<file path="config.mk">
export PLATFORM = sky130hd
export DESIGN_NAME = dram_lp_sequencer
export DESIGN_NICKNAME = d
export VERILOG_FILES = /design/src/rtl/lp_seq_pkg.sv /design/src/rtl/lp_idle_counter.sv /design/src/rtl/lp_thresh_hit.sv /design/src/rtl/lp_relock_timer.sv /design/src/rtl/dram_lp_sequencer.sv
export SDC_FILE = /design/constraint.sdc
export NUM_CORES = 1
export LEC_CHECK = 0
export CAP_MARGIN = 15
export CORE_AREA = 5 5 86 88
export DETAILED_ROUTE_END_ITERATION = 8
export DIE_AREA = 0 0 91 93
export PLACE_DENSITY = 0.78
export SYNTH_ARGS = -nofsm -noshare
export SYNTH_HDL_FRONTEND = slang
export SYNTH_SLANG_ARGS = --single-unit
export TNS_END_PERCENT = 50
</file>
<file path="constraint.sdc">
create_clock -name clk -period 3.7 [get_ports clk]
set_clock_uncertainty 0.15 [all_clocks]
set_input_delay 0.74 -clock clk [delete_from_list [all_inputs] [get_ports clk]]
set_output_delay 0.74 -clock clk [all_outputs]
set_load 0.005 [all_outputs]
</file>
<file path="src/rtl/lp_seq_pkg.sv">
package lp_seq_pkg;
  typedef enum logic [1:0] {
    ST_ACT = 2'd0,
    ST_PD  = 2'd1,
    ST_SR  = 2'd2,
    ST_REF = 2'd3
  } lp_state_e;

  typedef enum logic {
    PH_SHUT = 1'b0,
    PH_OPEN = 1'b1
  } relock_phase_e;

  localparam int unsigned N_LEVELS = 2;
  localparam int unsigned LVL_PD   = 0;
  localparam int unsigned LVL_SR   = 1;
endpackage

</file>
<file path="src/rtl/lp_idle_counter.sv">
module lp_idle_counter #(
  parameter int unsigned W = 16
) (
  input  logic         clk,
  input  logic         rst_n,
  input  logic         idle_i,
  output logic [W:0]   reach_o
);
  logic [W-1:0] cnt_q;
  logic         at_max;

  assign at_max  = &cnt_q;
  assign reach_o = {1'b0, cnt_q} + {{W{1'b0}}, 1'b1};

  always_ff @(posedge clk or negedge rst_n) begin
    if (!rst_n)       cnt_q <= '0;
    else if (!idle_i) cnt_q <= '0;
    else if (!at_max) cnt_q <= cnt_q + 1'b1;
  end
endmodule

</file>
<file path="src/rtl/lp_thresh_hit.sv">
module lp_thresh_hit #(
  parameter int unsigned W = 16
) (
  input  logic [W:0]   reach_i,
  input  logic [W-1:0] thresh_i,
  output logic         hit_o
);
  logic enabled;
  assign enabled = |thresh_i;
  assign hit_o   = enabled && (reach_i >= {1'b0, thresh_i});
endmodule

</file>
<file path="src/rtl/lp_relock_timer.sv">
module lp_relock_timer import lp_seq_pkg::*; #(
  parameter int unsigned W       = 16,
  parameter int unsigned OPEN_MIN = 16
) (
  input  logic         clk,
  input  logic         rst_n,
  input  logic         run_i,
  input  logic [W-1:0] hold_i,
  input  logic         locked_i,
  output logic         ungate_o
);
  localparam int unsigned WIN_W = $clog2(OPEN_MIN) + 1;
  localparam logic [WIN_W-1:0] WIN_LAST = WIN_W'(OPEN_MIN - 1);

  relock_phase_e    phase_q;
  logic [W-1:0]     hold_q;
  logic [WIN_W-1:0] win_q;
  logic             win_done;

  assign win_done = (win_q >= WIN_LAST);
  assign ungate_o = run_i && (phase_q == PH_OPEN);

  always_ff @(posedge clk or negedge rst_n) begin
    if (!rst_n) begin
      phase_q <= PH_SHUT;
      hold_q  <= '0;
      win_q   <= '0;
    end else if (!run_i) begin
      phase_q <= PH_SHUT;
      hold_q  <= hold_i;
      win_q   <= '0;
    end else if (phase_q == PH_SHUT) begin
      if (hold_q == '0) begin
        phase_q <= PH_OPEN;
        win_q   <= '0;
      end else begin
        hold_q <= hold_q - 1'b1;
      end
    end else begin
      if (win_done && locked_i) begin
        phase_q <= PH_SHUT;
        hold_q  <= hold_i;
        win_q   <= '0;
      end else if (!win_done) begin
        win_q <= win_q + 1'b1;
      end
    end
  end
endmodule

</file>
<file path="src/rtl/dram_lp_sequencer.sv">
module dram_lp_sequencer import lp_seq_pkg::*; #(
  parameter int unsigned CNT_W      = 16,
  parameter int unsigned RELOCK_MIN = 16
) (
  input  logic             clk,
  input  logic             rst_n,
  input  logic             idle_i,
  input  logic             dll_locked_i,
  input  logic             ref_tick_i,
  input  logic [CNT_W-1:0] pd_thresh_i,
  input  logic             pd_clk_stop_i,
  input  logic [CNT_W-1:0] sr_thresh_i,
  input  logic [CNT_W-1:0] relock_hold_i,
  input  logic             ref_block_i,
  output logic             pd_req_o,
  output logic             sr_req_o,
  output logic             mem_clk_gate_o,
  output logic             ctl_clk_gate_o,
  output logic             dll_ungate_o,
  output logic             ref_issue_o
);
  logic [CNT_W:0]                       reach;
  logic [N_LEVELS-1:0][CNT_W-1:0]       thr;
  logic [N_LEVELS-1:0]                  hit;

  lp_state_e state_q, state_d, resume_q, resume_d;
  logic      pd_stop_q, pd_stop_d;
  logic      ref_q, ref_d;
  logic      in_lp;

  lp_idle_counter #(.W(CNT_W)) u_idle (
    .clk     (clk),
    .rst_n   (rst_n),
    .idle_i  (idle_i),
    .reach_o (reach)
  );

  assign thr[LVL_PD] = pd_thresh_i;
  assign thr[LVL_SR] = sr_thresh_i;

  for (genvar g = 0; g < N_LEVELS; g++) begin : g_level
    lp_thresh_hit #(.W(CNT_W)) u_hit (
      .reach_i  (reach),
      .thresh_i (thr[g]),
      .hit_o    (hit[g])
    );
  end

  assign in_lp = (state_q == ST_PD) || (state_q == ST_SR);

  always_comb begin
    state_d   = state_q;
    resume_d  = resume_q;
    pd_stop_d = pd_stop_q;
    unique case (state_q)
      ST_ACT: begin
        if (idle_i && !ref_tick_i) begin
          if (hit[LVL_SR]) begin
            state_d = ST_SR;
          end else if (hit[LVL_PD]) begin
            state_d   = ST_PD;
            pd_stop_d = pd_clk_stop_i;
          end
        end
      end
      ST_PD, ST_SR: begin
        if (!idle_i) begin
          state_d = ST_ACT;
        end else if (ref_tick_i && !ref_block_i) begin
          state_d  = ST_REF;
          resume_d = state_q;
        end else if ((state_q == ST_PD) && hit[LVL_SR]) begin
          state_d = ST_SR;
        end
      end
      ST_REF: begin
        if (!idle_i)          state_d = ST_ACT;
        else if (!ref_tick_i) state_d = resume_q;
      end
      default: state_d = ST_ACT;
    endcase
  end

  assign ref_d = ref_tick_i && (!idle_i || !in_lp || !ref_block_i);

  always_ff @(posedge clk or negedge rst_n) begin
    if (!rst_n) begin
      state_q   <= ST_ACT;
      resume_q  <= ST_PD;
      pd_stop_q <= 1'b0;
      ref_q     <= 1'b0;
    end else begin
      state_q   <= state_d;
      resume_q  <= resume_d;
      pd_stop_q <= pd_stop_d;
      ref_q     <= ref_d;
    end
  end

  lp_relock_timer #(.W(CNT_W), .OPEN_MIN(RELOCK_MIN)) u_relock (
    .clk      (clk),
    .rst_n    (rst_n),
    .run_i    (state_q == ST_SR),
    .hold_i   (relock_hold_i),
    .locked_i (dll_locked_i),
    .ungate_o (dll_ungate_o)
  );

  assign pd_req_o       = (state_q == ST_PD);
  assign sr_req_o       = (state_q == ST_SR);
  assign ctl_clk_gate_o = (state_q == ST_SR);
  assign mem_clk_gate_o = (state_q == ST_SR) || ((state_q == ST_PD) && pd_stop_q);
  assign ref_issue_o    = ref_q;
endmodule

</file>
---- Word-level counts from Yosys, hierarchy flattened ----
Cells that the tools add are included.
cells by class
  equal/unequal tests ..................... 12
  $add $sub $neg .......................... 4
  order comparisons ....................... 3
  bitwise logic cells ..................... 1
  muxes and demuxes ....................... 24
  reductions and logical operators ........ 28
operators by type and width
  cell                   number
  $mux 16                6
  $ge 17x16->1           2
  $reduce_or 16->1       2
  $mux 5                 5
  $add 16x1->17 const B  1
  $add 16x1->16 const B  1
  $logic_not 16->1       1
  $mux 2                 8
  $reduce_and 16->1      1
  $sub 16x1->16 const B  1
  $ne 3x3->1 const B     4
  $logic_and 1x1->1      9
  $ne 4x4->1 const B     2
  $reduce_and 4->1       2
  $pmux 2 s3             1
  $add 5x1->5 const B    1
  $ge 5x4->1 const B     1
  $eq 2x2->1 const B     2
  $logic_not 1->1        4
  $logic_or 1x1->1       4
  $mux 1                 4
  $ne 2x2->1 const B     2
  $reduce_and 2->1       2
  $ne 3x1->1 const B     1
  other kinds (5)        5
storage, ports and cells
  input bits .............................. 55
  word-level logic and storage cells ...... 80
  register bits ........................... 44
  output and inout port bits .............. 6

---- Logic depth before layout (Yosys ltp) ----
Gate-level depths: netlist (run 1).
  depth after elaboration ................. 8
  gate-level depth with buffers ........... 14
  depth with buffers taken out ............ 14

---- Modules after synthesis ----
A second synthesis (run 1) with hierarchy kept.
second synthesis, totals
  cell total of the unflattened synthesis .. 425
  area, all modules ....................... 3661.0 um2
modules (own cells, without submodules)
  module             times used  cells each  seq. area each (um2)  area each (um2)
  lp_relock_timer    1           173         550.5                 1481.4
  lp_thresh_hit      2           62          0.0                   446.7
  lp_idle_counter    1           86          400.4                 884.6
  dram_lp_sequencer  1           42          151.4                 401.6

---- Worst setup path after synthesis (run 1) ----
No wires, ideal clock.
  path type ............................... flip-flop to flip-flop
  from .................................... register u_idle.cnt_q[0]
  to ...................................... register pd_stop_q
  period minus slack after synthesis ...... 3.123 ns
  data required time ...................... 3.425 ns
  path slack .............................. 0.577 ns
  setup time .............................. 0.125 ns
  stages on the path, launching flop included .. 12
  buffers on the path ..................... 0
  data arrival time ....................... 2.849 ns
  cell sequence ........................... dfrtp_1 -> ha_1 -> nand4_1 -> nor2_1 -> xor2_1 -> ha_1 -> a211o_1 -> a21oi_1 -> o21ai_0 -> or3_1 -> o2111ai_1 -> mux2_2
between the ends
  cells in the longest elaborated chain, start to end .. 5
  elaborated cells on any way between the ends .. 7
  those cells by class .................... add/sub: 1; order compare: 2; bitwise: 1; reduce/logical: 3
RTL lines
  item                                   line                     text
  from (decl)                            lp_idle_counter.sv:9     logic [W-1:0] cnt_q;
  from (signal assigned)                 lp_idle_counter.sv:18    else if (!at_max) cnt_q <= cnt_q + 1'b1;
  $add 16x1->17 (*)                      lp_idle_counter.sv:13    assign reach_o = {1'b0, cnt_q} + {{W{1'b0}}, 1'b1};
  $ge 17x16->1                           lp_thresh_hit.sv:10      assign hit_o = enabled && (reach_i >= {1'b0, thresh_i});
  $logic_and 1x1->1                      lp_thresh_hit.sv:10
  $not 1->1 (no source line)             n/a
  $reduce_and 4->1 (no source line) (*)  n/a
  to (signal assigned)                   dram_lp_sequencer.sv:95  pd_stop_q <= pd_stop_d;
  to (decl)                              dram_lp_sequencer.sv:27  logic pd_stop_q, pd_stop_d;
Mark *: on every way between the ends. The rest lies on a longest branch, timed or not.
A chain may end at the register's enable or synchronous reset.

---- Final worst setup path (run 1) ----
  from .................................... register u_idle.cnt_q[2]
  to ...................................... register pd_stop_q
Same word-level chain as after synthesis.

==> key figures, run 1 <==
Status
  – Status: complete, no violations

Die
  – Starting Density: 0.5187
  – Die height: 93 um
  – Die Area: 8463 um^2
  – Top-level port count: between 60 and 70
  – Die X: 91 um
  – Core area: around 6600 um^2
  – FP Rows: 30

Yosys
  – Synthesized area per cell: 8.330 um^2
  – Post-synth EDFFs: 0
  – Top cells by count, synth: dfrtp_1, inv_1, ha_1
  – Netlist cell types: 51
  – Post-synth net total: about 500
  – Main area contributors after synthesis: dfrtp_1, ha_1, inv_1, a21oi_1, o21ai_0
  – Synth warn: 0
  – Post-Synthesis Cells: 409
  – Synthesized flop and latch total: 44
  – Ys flop type: dfrtp_1
  – Yosys top cell by area: dfrtp_1
  – Yosys top cell area share: 0.3158
  – FFs w/ async S/R, synth: 1.000
  – Synthesized area: 3407 um^2
  – Sequential element share of the synthesized area: 0.3235

Timing
  – Fmax: 291.0 MHz
  – Final Max Slew Viols: 0
  – Setup TNS: 0 ns
  – Hold Slack: 0.3365 ns
  – Rel. slew slack: 0.3399
  – Final period utilization: 0.9287
  – Final worst path period need: ~3.4 ns
  – Setup Viol. Count Final: 0
  – RSZ-0062 raised after global routing: false
  – Final Hold Vio Count: 0
  – Worst slew pin tran: ~0.99 ns

Drt
  – Post-route ant nets: 0
  – Vias: 3185
  – WL per Instance: 15.28 um
  – Residual DRC: 0
  – Vias per cell: between 5 and 6
  – Initial DRC count: approximately 200
  – Post-Route WL: 8481 um
  – Drt pass-1 iters: 5

Clock network
  – Clock latency on the worst-skew pair: 0.29 ns
  – Clock-pin transition on the worst setup and hold timing paths: 0.08 ns
  – Clock Tree Root: clkbuf_8
  – H-tree depth: 2
  – CTS Sinks: 44
  – Longest Clk Path Bufs: 2
  – Num CTS Buffers: 5
  – CTS tree: yes
  – Cts hold-fix bufs: 0

Finish
  – Final Non-Filler Cells: 555
  – Ant diodes: 0
  – Area growth from synthesis to layout: 24.90%
  – Fin area: 4255 um^2
  – Layout net count: 569
  – Layout cells sized above 1: 0.06947

Place
  – Final Wtd Congestion: approximately 0.88
  – DP Area: 4101 um^2
  – Placed insts: ~540
  – HPWL Detailed: between 6000 and 7000 um
  – IO buf count: 60

GRT
  – Vias in the first global route: 3149
  – Maximum number of pins on one net before global-route repair: 45
  – Initial antenna violation count: 0
  – GRT overflow: 0
  – GR Util All Layers: 0.2074
  – Global-route wire length before repair: 14770 um

Power
  – Power share of the sequential group: 0.401
  – P_leak: 1.981 nW
  – Combinational power share: 0.389
  – Int Pwr: 1.103 mW
  – Switching portion of total power: 0.3570
  – Clock power share: 0.210
  – Peak VDD IR: between 0.0003 and 0.0004 V
  – Design Power: around 1.7 mW
  – Net switching power: a little over 600 uW
  – Power per Cell Area: just over 400 nW/um^2

Worst setup path
  – Worst setup path class: flip-flop to flip-flop
  – Crit Path Max Fanout: 4
  – Critical Path Source Type: flip-flop
  – Worst EP arrival: 3.47 ns
  – Worst EP required: 3.73 ns
  – Setup crit start: u_idle.cnt_q[2]
  – Crit. End Element: flip-flop
  – Worst r2r src: u_idle.cnt_q[2]

Job
  – Max Cap Viol: 0

Min path
  – Hold Startpoint: resume_q[0]
  – Hold Path Class: flip-flop to flip-flop
[registers in the layout, summed over array words and instances, names as in the netlist]
register and flops:
u_idle.cnt_q 16, u_relock.hold_q 16, ref_issue_o 1, resume_q 2
pd_stop_q 1, u_relock.phase_q 1, u_relock.win_q 5, state_q 2
[area by class of cell]
cell class                      instances  area, um^2
Clock buffer                            6       72.57
Clock inverter                          2       35.03
Fill cell                             559        2313
Inverter                               43       161.4
Multi-Input combinational cell        309        2105
Sequential cell                        44        1104
Tap cell                               80       100.1
Timing Repair Buffer                   71       678.2
[final timing paths]
path	end	slack [ns]	cells past startpoint
worst max-delay path	pd_stop_q	0.26	13
worst min-delay path	resume_q[0]	0.34	2
worst max register to register	pd_stop_q	0.26	13
worst min register to register	resume_q[0]	0.34	2
max in group asynchronous	u_idle.cnt_q[0]	2.28	1
min in group asynchronous	u_relock.hold_q[14]	0.45	1
[power groups by stage]
stage	clock [mW]	sequential, mW	combinational [mW]
2_1_floorplan	0	0.672	0.462
3_3_place_gp	0	0.691	0.643
3_5_place_dp	0	0.697	0.665
4_1_cts	0.375	0.687	0.669
5_1_grt	0.396	0.707	0.758
6_report	0.360	0.688	0.667
[through the flow]
stage	setup WS (ns)	utilization
floorplan	0.5765	-
global placement	0.2524	0.6244
detailed placement	0.2063	0.6244
CTS	0.1796	0.6408
global route	0.008756	0.6478
finish	0.2637	0.6478
[cell families after synthesis]
logic type	after synthesis	synth area share
AO/OA/AOI/OAI	111	0.2060
XOR/XNOR	15	0.03856
adder cells (fa/ha/maj)	40	0.1469
buffers and inverters	56	0.06316
flip-flops	44	0.3235
multiplexers	2	0.006610
AND/OR/NAND/NOR	141	0.2152
[critical path, stage by stage, from the launching register on]
cell       delay (ns)
dfrtp_1          0.42
and4_1           0.27
nand2_1          0.11
nor2_4           0.15
nand3_1          0.12
nor2_1           0.14
xor2_1           0.25
ha_1             0.29
o21a_1           0.19
a21oi_1          0.16
o21ai_0          0.14
or3_1            0.38
o2111ai_1        0.20
mux2_2           0.35
[repair_timing]
item	4_1_cts	5_1_grt
gates resized for setup	0	4
setup buffers	0	4
setup endpoints to repair	0	3
[metal layers]
| layer | wire length, um | track usage |
|---|---|---|
| met5 | 0 | 0 |
| met3 | 530 | 0.04425 |
| met4 | 82 | 0.05012 |
| met1 | 3756 | 0.2739 |
| met2 | 4112 | 0.3474 |
[cell usage in the layout, fill, tap and decap left out, types with 5 or more instances in the layout]
master and instances:
a21o_1 7, a21oi_1 31, buf_4 11, clkbuf_8 5, clkdlybuf4s50_1 59, dfrtp_1 42, ha_1 40, inv_1 43
nand2_1 33, nand3_1 13, nand4_1 12, nor2_1 26, nor3_1 15, nor4_1 10, o21a_1 16, o21ai_0 27
o22ai_1 7, or3_1 9, xnor2_1 8, xor2_1 6
No activity file was read; power rests on OpenSTA's default activity.
==> inputs of run 2 (changes only) <==
--- a/config.mk
+++ b/config.mk
@@ -7,6 +7,7 @@
 export LEC_CHECK = 0
 export CAP_MARGIN = 15
 export CORE_AREA = 5 5 86 88
+export CTS_BUF_LIST = sky130_fd_sc_hd__clkbuf_16
 export DETAILED_ROUTE_END_ITERATION = 8
 export DIE_AREA = 0 0 91 93
 export PLACE_DENSITY = 0.78
==> constraint.sdc (replaced) <==
create_clock -name clk -period 3.7 [get_ports clk]
set_clock_uncertainty 0.15 [all_clocks]
set_input_delay 0.37 -clock clk [delete_from_list [all_inputs] [get_ports clk]]
set_output_delay 0.37 -clock clk [all_outputs]
set_load 0.005 [all_outputs]
==> key figures, run 2 (synthesis gave the netlist of run 1 again) <==
Timing
  – Setup TNS: 0 ns
  – Worst slew pin tran: 1.004 ns
  – Fmax: 283.8 MHz
  – Final worst path period need: 3.524 ns
  – Final period utilization: 0.9525
  – Final Max Slew Viols: 0
  – Setup Viol. Count Final: 0
  – Final Hold Vio Count: 0
  – Rel. slew slack: 0.3309

Power
  – Combinational power share: 0.378
  – Peak VDD IR: 0.0002829 V
  – Switching portion of total power: 0.3569
  – Design Power: 1.790 mW
  – Int Pwr: 1.151 mW
  – Power share of the sequential group: 0.387
  – Clock power share: 0.235
  – Net switching power: 638.9 uW
  – Power per Cell Area: 419.9 nW/um^2
  – P_leak: 1.989 nW

Clock network
  – CTS tree: yes
  – CTS Sinks: 44
  – Clock latency on the worst-skew pair: 0.29 ns
  – Cts hold-fix bufs: 0
  – Clock Tree Root: clkbuf_16
  – Num CTS Buffers: 5
  – Longest Clk Path Bufs: 2
  – Clock-pin transition on the worst setup and hold timing paths: ~0.060 ns
  – H-tree depth: 2

Worst setup path
  – Critical Path Source Type: flip-flop
  – Setup crit start: u_idle.cnt_q[0]
  – Worst r2r src: u_idle.cnt_q[0]
  – Worst setup path class: flip-flop to flip-flop
  – Worst EP required: 3.72 ns
  – Crit. End Element: flip-flop
  – Worst EP arrival: between 3 and 4 ns
  – Crit Path Max Fanout: 6

Die
  – Die Area: between 8000 and 9000 um^2
  – Starting Density: 0.5187
  – Core area: between 6000 and 7000 um^2
  – FP Rows: 30
  – Die X: approximately 90 um
  – Top-level port count: between 60 and 70
  – Die height: 93 um

Drt
  – Post-route ant nets: 0
  – Drt pass-1 iters: 4
  – Residual DRC: 0
  – Initial DRC count: 138
  – WL per Instance: 15.36 um
  – Vias: 3129
  – Vias per cell: 5.658
  – Post-Route WL: 8495 um

Finish
  – Most common cell after layout, fill and taps aside: clkdlybuf4s50_1
  – Ant diodes: 0
  – Largest regs: u_idle.cnt_q: 16 flops, u_relock.hold_q: 16 flops, u_relock.win_q: 5 flops
  – Layout cells sized above 1: 0.06342
  – Layout net count: 568
  – Most frequent cells in the layout: clkdlybuf4s50_1, inv_1, dfrtp_1, ha_1, nand2_1
  – Fill count: roughly 560
  – Area growth from synthesis to layout: 25.12%

GRT
  – Global-route wire length before repair: ~14000 um
  – GR Util All Layers: 0.1961
  – Vias in the first global route: 2985
  – GRT overflow: 0
  – Initial antenna violation count: 0
  – Maximum number of pins on one net before global-route repair: 45

Job
  – Max Cap Viol: 0

Place
  – Final Wtd Congestion: 0.8603
  – HPWL Detailed: 6512 um
  – IO buf count: 60

Status
  – Status: complete, no violations

Min path
  – Hold Path Class: input pin to async pin
==> run 2: cell count changes in the layout (fill, tap and decap cells not counted), sizes merged <==
cell / previous run / this run
buf: 12 / 11
bufinv: 1 / 0
clkbuf: 6 / 5
inv: 43 / 44
==> run 2: layer usage <==
layer  routed length [um]  vias to the layer above  global-route usage
met4                  183                        0             0.06357
met5                    0                        -                   0
met3                  525                       19             0.04907
met2                 3924                       90              0.3197
met1                 3862                     1422              0.2552
li1                     -                     1598                   -
==> run 2: repair_timing <==
| item | CTS | global route |
|---|---|---|
| resized for setup | 0 | 2 |
| buffers inserted | 0 | 5 |
| endpoints found under the setup margin | 0 | 3 |
==> run 2: area by class of cell <==
| cell class | instances | area [um^2] | area share |
|---|---|---|---|
| multi-input combinational | 309 | 2095 | 0.4913 |
| sequential | 44 | 1102 | 0.2586 |
| timing repair buffer | 70 | 670.6 | 0.1573 |
| inverter | 43 | 161.4 | 0.03786 |
| clock buffer | 5 | 125.1 | 0.02935 |
| tap | 80 | 100.1 | 0.02348 |
| clock inverter | 2 | 8.758 | 0.002055 |
==> run 2: worst max-delay path: stages, from the launching register on <==
cell       delay (ns)
dfrtp_1          0.47
ha_2             0.26
nand4_1          0.24
nor2_1           0.20
xor2_1           0.24
ha_1             0.29
a211o_1          0.29
a21oi_1          0.17
o21ai_0          0.14
or3_1            0.38
o2111ai_1        0.22
mux2_2           0.36
==> run 2: through the flow <==
stage | instance area (um^2) | setup WS, ns | instances | utilization | hold slack [ns]
after detailed placement | 4086 | 0.1963 | 541 | 0.6221 | 0.3272
after global placement | 4086 | 0.2756 | 541 | 0.6221 | 0.3150
after floorplan | 3407 | 0.5765 | 409 | - | -0.07559
after CTS | 4220 | 0.1331 | 548 | 0.6425 | 0.1411
final | 4263 | 0.1758 | 553 | 0.6490 | 0.09349
after global routing | 4263 | -0.04449 | 553 | 0.6490 | 0.1792
==> run 2: path summary, 6_finish.rpt <==
| kind | to | depth (start not counted) | slack, ns |
|---|---|---|---|
| worst max register to register | pd_stop_q | 11 | 0.18 |
| min in group clk | resume_q[1] | 2 | 0.34 |
| worst min-delay path | u_relock.hold_q[12] | 1 | 0.09 |
| max in group asynchronous | u_idle.cnt_q[11] | 1 | 2.67 |
| worst min register to register | resume_q[1] | 2 | 0.34 |
| worst max-delay path | pd_stop_q | 11 | 0.18 |
==> run 2: power by group through the flow <==
stage / Combinational (mW) / Sequential [mW] / Clock (mW)
2_1_floorplan: 0.462 / 0.672 / 0
3_3_place_gp: 0.650 / 0.691 / 0
3_5_place_dp: 0.671 / 0.697 / 0
4_1_cts: 0.674 / 0.690 / 0.426
5_1_grt: 0.767 / 0.710 / 0.445
6_report: 0.677 / 0.693 / 0.421
